**src/rtl/fc_pkg.sv**
```systemverilog
package fc_pkg;
  localparam int B_XON     = 0;
  localparam int B_XOFF    = 1;
  localparam int B_AUTO    = 2;
  localparam int B_BPANY   = 3;
  localparam int B_BPMATCH = 4;
  localparam int B_SEEN    = 5;
  localparam int B_ACT     = 6;
  localparam int B_FCEN    = 7;

  localparam logic [15:0] T_XON  = 16'h0000;
  localparam logic [15:0] T_XOFF = 16'hFFFF;

  typedef struct packed {
    logic fc_en;
    logic bp_match;
    logic bp_any;
    logic auto_en;
    logic cmd_xoff;
    logic cmd_xon;
  } fc_ctrl_t;
endpackage

```
**src/rtl/fc_ctrl_reg.sv**
```systemverilog
module fc_ctrl_reg
  import fc_pkg::*;
(
  input  logic       clk,
  input  logic       rst_n,
  input  logic       wr,
  input  logic [7:0] wdata,
  input  logic       rd,
  input  logic       done_xon,
  input  logic       done_xoff,
  input  logic       seen_set,
  input  logic       active,
  output fc_ctrl_t   ctrl,
  output logic [7:0] rdata
);
  fc_ctrl_t ctrl_q, ctrl_d;
  logic     seen_q, seen_d;
  logic     unused_w;

  assign unused_w = ^wdata[B_ACT:B_SEEN];

  always_comb begin
    ctrl_d = ctrl_q;
    seen_d = seen_q;
    if (done_xon)  ctrl_d.cmd_xon  = 1'b0;
    if (done_xoff) ctrl_d.cmd_xoff = 1'b0;
    if (wr) begin
      ctrl_d.cmd_xon  = wdata[B_XON];
      ctrl_d.cmd_xoff = wdata[B_XOFF];
      ctrl_d.auto_en  = wdata[B_AUTO];
      ctrl_d.bp_any   = wdata[B_BPANY];
      ctrl_d.bp_match = wdata[B_BPMATCH];
      ctrl_d.fc_en    = wdata[B_FCEN];
    end
    if (rd)       seen_d = 1'b0;
    if (seen_set) seen_d = 1'b1;
  end

  always_ff @(posedge clk or negedge rst_n) begin
    if (!rst_n) begin
      ctrl_q <= '0;
      seen_q <= 1'b0;
    end else begin
      ctrl_q <= ctrl_d;
      seen_q <= seen_d;
    end
  end

  assign ctrl = ctrl_q;

  always_comb begin
    rdata            = '0;
    rdata[B_XON]     = ctrl_q.cmd_xon;
    rdata[B_XOFF]    = ctrl_q.cmd_xoff;
    rdata[B_AUTO]    = ctrl_q.auto_en;
    rdata[B_BPANY]   = ctrl_q.bp_any;
    rdata[B_BPMATCH] = ctrl_q.bp_match;
    rdata[B_SEEN]    = seen_q;
    rdata[B_ACT]     = active;
    rdata[B_FCEN]    = ctrl_q.fc_en;
  end
endmodule

```
**src/rtl/fc_pause_gen.sv**
```systemverilog
module fc_pause_gen
  import fc_pkg::*;
#(
  parameter int LVL_W = 12
) (
  input  logic             clk,
  input  logic             rst_n,
  input  logic             auto_en,
  input  logic             cmd_xon,
  input  logic             cmd_xoff,
  input  logic [LVL_W-1:0] fill,
  input  logic [LVL_W-1:0] hi,
  input  logic [LVL_W-1:0] lo,
  input  logic             pause_done,
  output logic             pause_req,
  output logic [15:0]      pause_time,
  output logic             done_xon,
  output logic             done_xoff
);
  logic above_q, above_d;
  logic axon_q, axon_d;
  logic axoff_q, axoff_d;
  logic want_xon, want_xoff;

  assign want_xon   = cmd_xon | axon_q;
  assign want_xoff  = cmd_xoff | axoff_q;
  assign pause_req  = want_xon | want_xoff;
  assign pause_time = want_xon ? T_XON : T_XOFF;
  assign done_xon   = pause_done & want_xon;
  assign done_xoff  = pause_done & ~want_xon & want_xoff;

  always_comb begin
    above_d = above_q;
    axon_d  = axon_q & ~done_xon;
    axoff_d = axoff_q & ~done_xoff;
    if (auto_en) begin
      if (!above_q && (fill > hi)) begin
        above_d = 1'b1;
        axoff_d = 1'b1;
        axon_d  = 1'b0;
      end else if (above_q && (fill < lo)) begin
        above_d = 1'b0;
        axon_d  = 1'b1;
        axoff_d = 1'b0;
      end
    end
  end

  always_ff @(posedge clk or negedge rst_n) begin
    if (!rst_n) begin
      above_q <= 1'b0;
      axon_q  <= 1'b0;
      axoff_q <= 1'b0;
    end else begin
      above_q <= above_d;
      axon_q  <= axon_d;
      axoff_q <= axoff_d;
    end
  end
endmodule

```
**src/rtl/fc_rx_pause.sv**
```systemverilog
module fc_rx_pause #(
  parameter int QSHIFT = 9
) (
  input  logic        clk,
  input  logic        rst_n,
  input  logic        load,
  input  logic [15:0] ptime,
  input  logic        tick,
  output logic        active
);
  localparam int CNT_W = 16 + QSHIFT;

  logic [CNT_W-1:0] cnt_q, cnt_d;
  logic             cnt_en;

  assign active = (cnt_q != '0);
  assign cnt_en = load | (tick & active);

  always_comb begin
    if (load) cnt_d = {ptime, {QSHIFT{1'b0}}};
    else      cnt_d = cnt_q - 1'b1;
  end

  always_ff @(posedge clk or negedge rst_n) begin
    if (!rst_n)      cnt_q <= '0;
    else if (cnt_en) cnt_q <= cnt_d;
  end
endmodule

```
**src/rtl/fc_jam.sv**
```systemverilog
module fc_jam #(
  parameter int LVL_W = 12
) (
  input  logic             clk,
  input  logic             rst_n,
  input  logic             full_duplex,
  input  logic             rx_sof,
  input  logic             da_match,
  input  logic [LVL_W-1:0] fill,
  input  logic [LVL_W-1:0] bp_mark,
  input  logic             bp_any,
  input  logic             bp_match,
  output logic             jam_req
);
  logic jam_q, jam_d;

  always_comb begin
    jam_d = rx_sof & ~full_duplex & (fill > bp_mark)
          & (bp_any | (bp_match & da_match));
  end

  always_ff @(posedge clk or negedge rst_n) begin
    if (!rst_n) jam_q <= 1'b0;
    else        jam_q <= jam_d;
  end

  assign jam_req = jam_q;
endmodule

```
**src/rtl/flow_ctrl_unit.sv**
```systemverilog
module flow_ctrl_unit
  import fc_pkg::*;
#(
  parameter int LVL_W  = 12,
  parameter int QSHIFT = 9
) (
  input  logic             clk,
  input  logic             rst_n,
  input  logic             reg_wr,
  input  logic [7:0]       reg_wdata,
  input  logic             reg_rd,
  output logic [7:0]       reg_rdata,
  input  logic [LVL_W-1:0] fill_level,
  input  logic [LVL_W-1:0] hi_mark,
  input  logic [LVL_W-1:0] lo_mark,
  input  logic [LVL_W-1:0] bp_mark,
  input  logic             full_duplex,
  input  logic             rx_sof,
  input  logic             da_match,
  input  logic             rx_pause_vld,
  input  logic [15:0]      rx_pause_time,
  input  logic             bit_tick,
  output logic             pause_req,
  output logic [15:0]      pause_time,
  input  logic             pause_done,
  output logic             tx_inhibit,
  output logic             jam_req
);
  fc_ctrl_t ctrl;
  logic     done_xon, done_xoff, active;

  fc_ctrl_reg u_reg (
    .clk(clk), .rst_n(rst_n), .wr(reg_wr), .wdata(reg_wdata), .rd(reg_rd),
    .done_xon(done_xon), .done_xoff(done_xoff), .seen_set(rx_pause_vld),
    .active(active), .ctrl(ctrl), .rdata(reg_rdata)
  );

  fc_pause_gen #(.LVL_W(LVL_W)) u_gen (
    .clk(clk), .rst_n(rst_n), .auto_en(ctrl.auto_en),
    .cmd_xon(ctrl.cmd_xon), .cmd_xoff(ctrl.cmd_xoff),
    .fill(fill_level), .hi(hi_mark), .lo(lo_mark), .pause_done(pause_done),
    .pause_req(pause_req), .pause_time(pause_time),
    .done_xon(done_xon), .done_xoff(done_xoff)
  );

  fc_rx_pause #(.QSHIFT(QSHIFT)) u_rxp (
    .clk(clk), .rst_n(rst_n), .load(rx_pause_vld), .ptime(rx_pause_time),
    .tick(bit_tick), .active(active)
  );

  fc_jam #(.LVL_W(LVL_W)) u_jam (
    .clk(clk), .rst_n(rst_n), .full_duplex(full_duplex), .rx_sof(rx_sof),
    .da_match(da_match), .fill(fill_level), .bp_mark(bp_mark),
    .bp_any(ctrl.bp_any), .bp_match(ctrl.bp_match), .jam_req(jam_req)
  );

  assign tx_inhibit = ctrl.fc_en & active;
endmodule

```
**config.mk**
```make
export PLATFORM = sky130hd
export DESIGN_NAME = flow_ctrl_unit
export DESIGN_NICKNAME = d
export VERILOG_FILES = /design/src/rtl/fc_pkg.sv /design/src/rtl/fc_ctrl_reg.sv /design/src/rtl/fc_pause_gen.sv /design/src/rtl/fc_rx_pause.sv /design/src/rtl/fc_jam.sv /design/src/rtl/flow_ctrl_unit.sv
export SDC_FILE = /design/constraint.sdc
export NUM_CORES = 1
export LEC_CHECK = 0
export BUFFER_PORTS_ARGS = -buffer_cell sky130_fd_sc_hd__buf_2
export CAP_MARGIN = 20
export CORE_MARGIN = 2
export CORE_UTILIZATION = 56
export CTS_BUF_LIST = sky130_fd_sc_hd__clkbuf_8
export DETAILED_ROUTE_END_ITERATION = 10
export PLACE_DENSITY = 0.88
export SYNTH_ARGS = -nofsm -noshare
export SYNTH_HDL_FRONTEND = slang
export SYNTH_HIERARCHICAL = 1
export SYNTH_SLANG_ARGS = --single-unit
```
**constraint.sdc**
```tcl
create_clock -name clk -period 4.9 [get_ports clk]
set_input_delay 0.245 -clock clk [delete_from_list [all_inputs] [get_ports clk]]
set_output_delay 0.245 -clock clk [all_outputs]
set_load 0.01 [all_outputs]
```
==> flow_summary.ini <==
[drt]
num_vias = 2839
routed_wl_um = 7220
ant_nets = 0
routedWlPerCell_um = 14.3
drt_iter0_drc = 257
drc = 0
dr.pass1.iters = 4
via_per_inst = 5.62

[yosys]
syn_area_per_cell_sq_um = 8.82
synthTopCellsByArea = dfrtp_1 (29%), ha_1 (15%), buf_4 (5.8%)
yosysTopAreaCellShare_pct = 29.0
synth_edf_count = 0
synth_seq_cells = 36
yosysTopAreaCell = dfrtp_1
yosysWarnings = 6
synth_seq_area_share_pct = 29.0
synth.distinct_cells = 56
async_flop_share_pct = 100
synth_flop_cell = dfrtp_1
mappedNetlistArea_sq_um = 3110
netlist_instances = 352
mappedNetlistNets = 471

[critical_path]
crit_buf_inv = 2
reg2reg_from = u_rxp/cnt_q[0]$_DFFE_PN0P_
crit_arrival_ns = 2.33
startpoint_type = register
startpoint = u_rxp/cnt_q[0]$_DFFE_PN0P_
cp_top_family = simple AND/OR/NAND/NOR gates
cp_max_fo = 9
crit_type = register to output pin
cp_data_required_time_ns = 4.66
endpoint_kind = output pin
path_cells = inv_1, ha_1, nor4b_1, and3_1, nand2_1, and2_1, buf_2
critPathMaxStageDelay_ns = 0.46
crit_slowest_cell = dfrtp_1

[power]
power_leakage_nw = 1.84
p_per_area_nw_per_um2 = 252
ir_drop_mv = 0.202
power_mw = 0.902

[floorplanning]
start_util_pct = 57.1
die_area_sq_um = 6160
num_io_pins = 109
die_h_um = 78.5
placeableCoreArea_sq_um = 5440
num_rows = 27
fp.dieW_um = 78.5

[global_route]
globalRouteTotalUtil_pct = 24.0
antenna_found_initial = 0
grt_pass1_wl_um = 12000
gr-total-overflow = 0
grt_pass1_vias = 2730
grt_max_degree = 37

[hold_path]
hp-class = primary input to async pin

[final_layout]
final.fill_count = 440
drive_gt1_share_pct = 30.7
layout.nets = 552
antennaDiodeCount = 0
areaGrowthSynthToFinish_pct = 15.4
final_cell_area_sq_um = 3580

[clock_tree]
cts_tree = yes
insertion_delay_ns = 0.28
cts_made_buffers = 5
cts_resized = 0
cts_buffer_depth = 2
cts_hold_buffers = 0
cts_root_buf = clkbuf_8
cts_sinks = 36
htreeDepth = 2
path_clk_slew_ns = 0.07
post_cts.repair.setup_buffers = 0

[place]
gp_congestion = 0.893
post_dp_cell_area_sq_um = 3510
dp_hpwl_um = 5800
port_buffers = 106

[timing]
maxSlewHeadroom_pct = 46.7
post-route-period-util_pct = 52.6
fin_skew_ns = 0.00425
finalCriticalPeriod_ns = 2.58
hold_viol_final = 0
setup_viol = 0
rsz0062_at_grt = no
clock.fmax_mhz = 388
tns_ns = 0
worst_pin_slew_ns = 0.799
report.final.slew_viol_count = 0

[job]
drv_cap = 0

[status]
status = finished, final reports clean
==> worst register-to-register path: cells and delay by family (launching register included) <==
kind | cells | cell delay, ns
AO/OA/AOI/OAI | 1 | 0.15
XOR/XNOR | 1 | 0.17
adder cells (fa/ha/maj) | 1 | 0.14
buffers and inverters | 1 | 0.11
flip-flops | 1 | 0.46
multiplexers | 1 | 0.28
AND/OR/NAND/NOR | 2 | 0.92
==> cells in the final DEF (no fill, tap or decap), types with 5 or more instances in the layout <==
| cell type | instances |
|---|---|
| nor3_1 | 7 |
| clkbuf_8 | 5 |
| a21o_1 | 5 |
| ha_1 | 37 |
| a21oi_1 | 18 |
| nand2_1 | 19 |
| o21ai_0 | 13 |
| or4_1 | 7 |
| buf_2 | 106 |
| nand3_1 | 11 |
| inv_1 | 43 |
| dfrtp_1 | 36 |
| xnor2_1 | 6 |
| nand4_1 | 14 |
| or3_1 | 6 |
| a211oi_1 | 5 |
| nor2_1 | 19 |
| xor2_1 | 7 |
| o211ai_1 | 7 |
==> registers in the layout, indices dropped and copies added, names as in the netlist <==
| register | cells |
|---|---|
| u_reg/seen_q | 1 |
| u_reg/ctrl | 6 |
| u_rxp/cnt_q | 25 |
| u_jam/jam_req | 1 |
| u_gen/axon_q | 1 |
| u_gen/above_q | 1 |
| u_gen/axoff_q | 1 |
==> synthesized netlist by cell type (4+ instances only) <==
master,instances
mux2_2,4
a21o_1,5
xor2_1,7
nor2b_1,4
o211ai_1,7
mux2_4,4
inv_1,42
a211oi_1,5
nor3_1,7
o21ai_0,13
nor2_1,19
nand2_1,19
or3_1,6
a21oi_1,18
nand2b_1,4
ha_1,37
nand3_1,11
or4_1,7
dfrtp_1,36
a31oi_1,4
nand4_1,14
clkbuf_1,5
buf_4,24
xnor2_1,6
==> through the flow <==
stage | worst slack [ns] | std cells | hold WS, ns | utilization [%]
floorplan | 2.96 | 352 | -0.0506 | -
global placement | 2.71 | 498 | 0.374 | 64.5
detailed placement | 2.65 | 498 | 0.394 | 64.5
CTS | 2.39 | 505 | 0.0828 | 65.9
global route | 2.09 | 505 | 0.127 | 65.9
finish | 2.32 | 505 | 0.0484 | 65.9
==> path summary, 6_finish.rpt <==
kind,end,slack [ns],cells past startpoint
setup / recovery,tx_inhibit,2.32,7
min in group clk,u_rxp/cnt_q[16]$_DFFE_PN0P_,0.17,3
setup reg to reg,u_rxp/cnt_q[21]$_DFFE_PN0P_,2.56,7
max in group asynchronous,u_rxp/cnt_q[7]$_DFFE_PN0P_,4.34,1
hold reg to reg,u_reg/seen_q$_DFFE_PN0P_,0.48,1
hold / removal,u_rxp/cnt_q[6]$_DFFE_PN0P_,0.05,1
==> area by class of cell <==
type / instances / area [sq um] / share of cell area [%]
inverters: 42 / 158 / 4.40
clock inverters: 2 / 8.76 / 0.244
repair buffers: 106 / 531 / 14.8
flip-flops and latches: 36 / 901 / 25.1
clock buffers: 5 / 68.8 / 1.92
multi-input cells: 242 / 1830 / 51.0
well taps: 72 / 90.1 / 2.51
==> per-layer routing <==
metal | vias to the layer above | GRT usage [%] | wire length, um
met5 | - | 0 | 0
met4 | 0 | 8.77 | 200
met3 | 19 | 4.25 | 523
met2 | 114 | 42.9 | 3590
met1 | 1300 | 28.9 | 2900
li1 | 1406 | - | -
==> power breakdown <==
part | switching, mW | internal [mW]
Combinational | 0.178 | 0.147
Sequential | 0.0481 | 0.336
Clock | 0.0982 | 0.0945
Total | 0.325 | 0.578
==> kinds of logic after synthesis <==
kind of cell | after synthesis | share of synthesized area, %
XOR/XNOR | 13 | 3.67
buffers and inverters | 74 | 12.2
adder cells (fa/ha/maj) | 37 | 14.9
flip-flops | 36 | 29.0
AO/OA/AOI/OAI | 72 | 15.8
multiplexers | 9 | 3.71
AND/OR/NAND/NOR | 111 | 20.8
No activity file was read; power rests on OpenSTA's default activity.
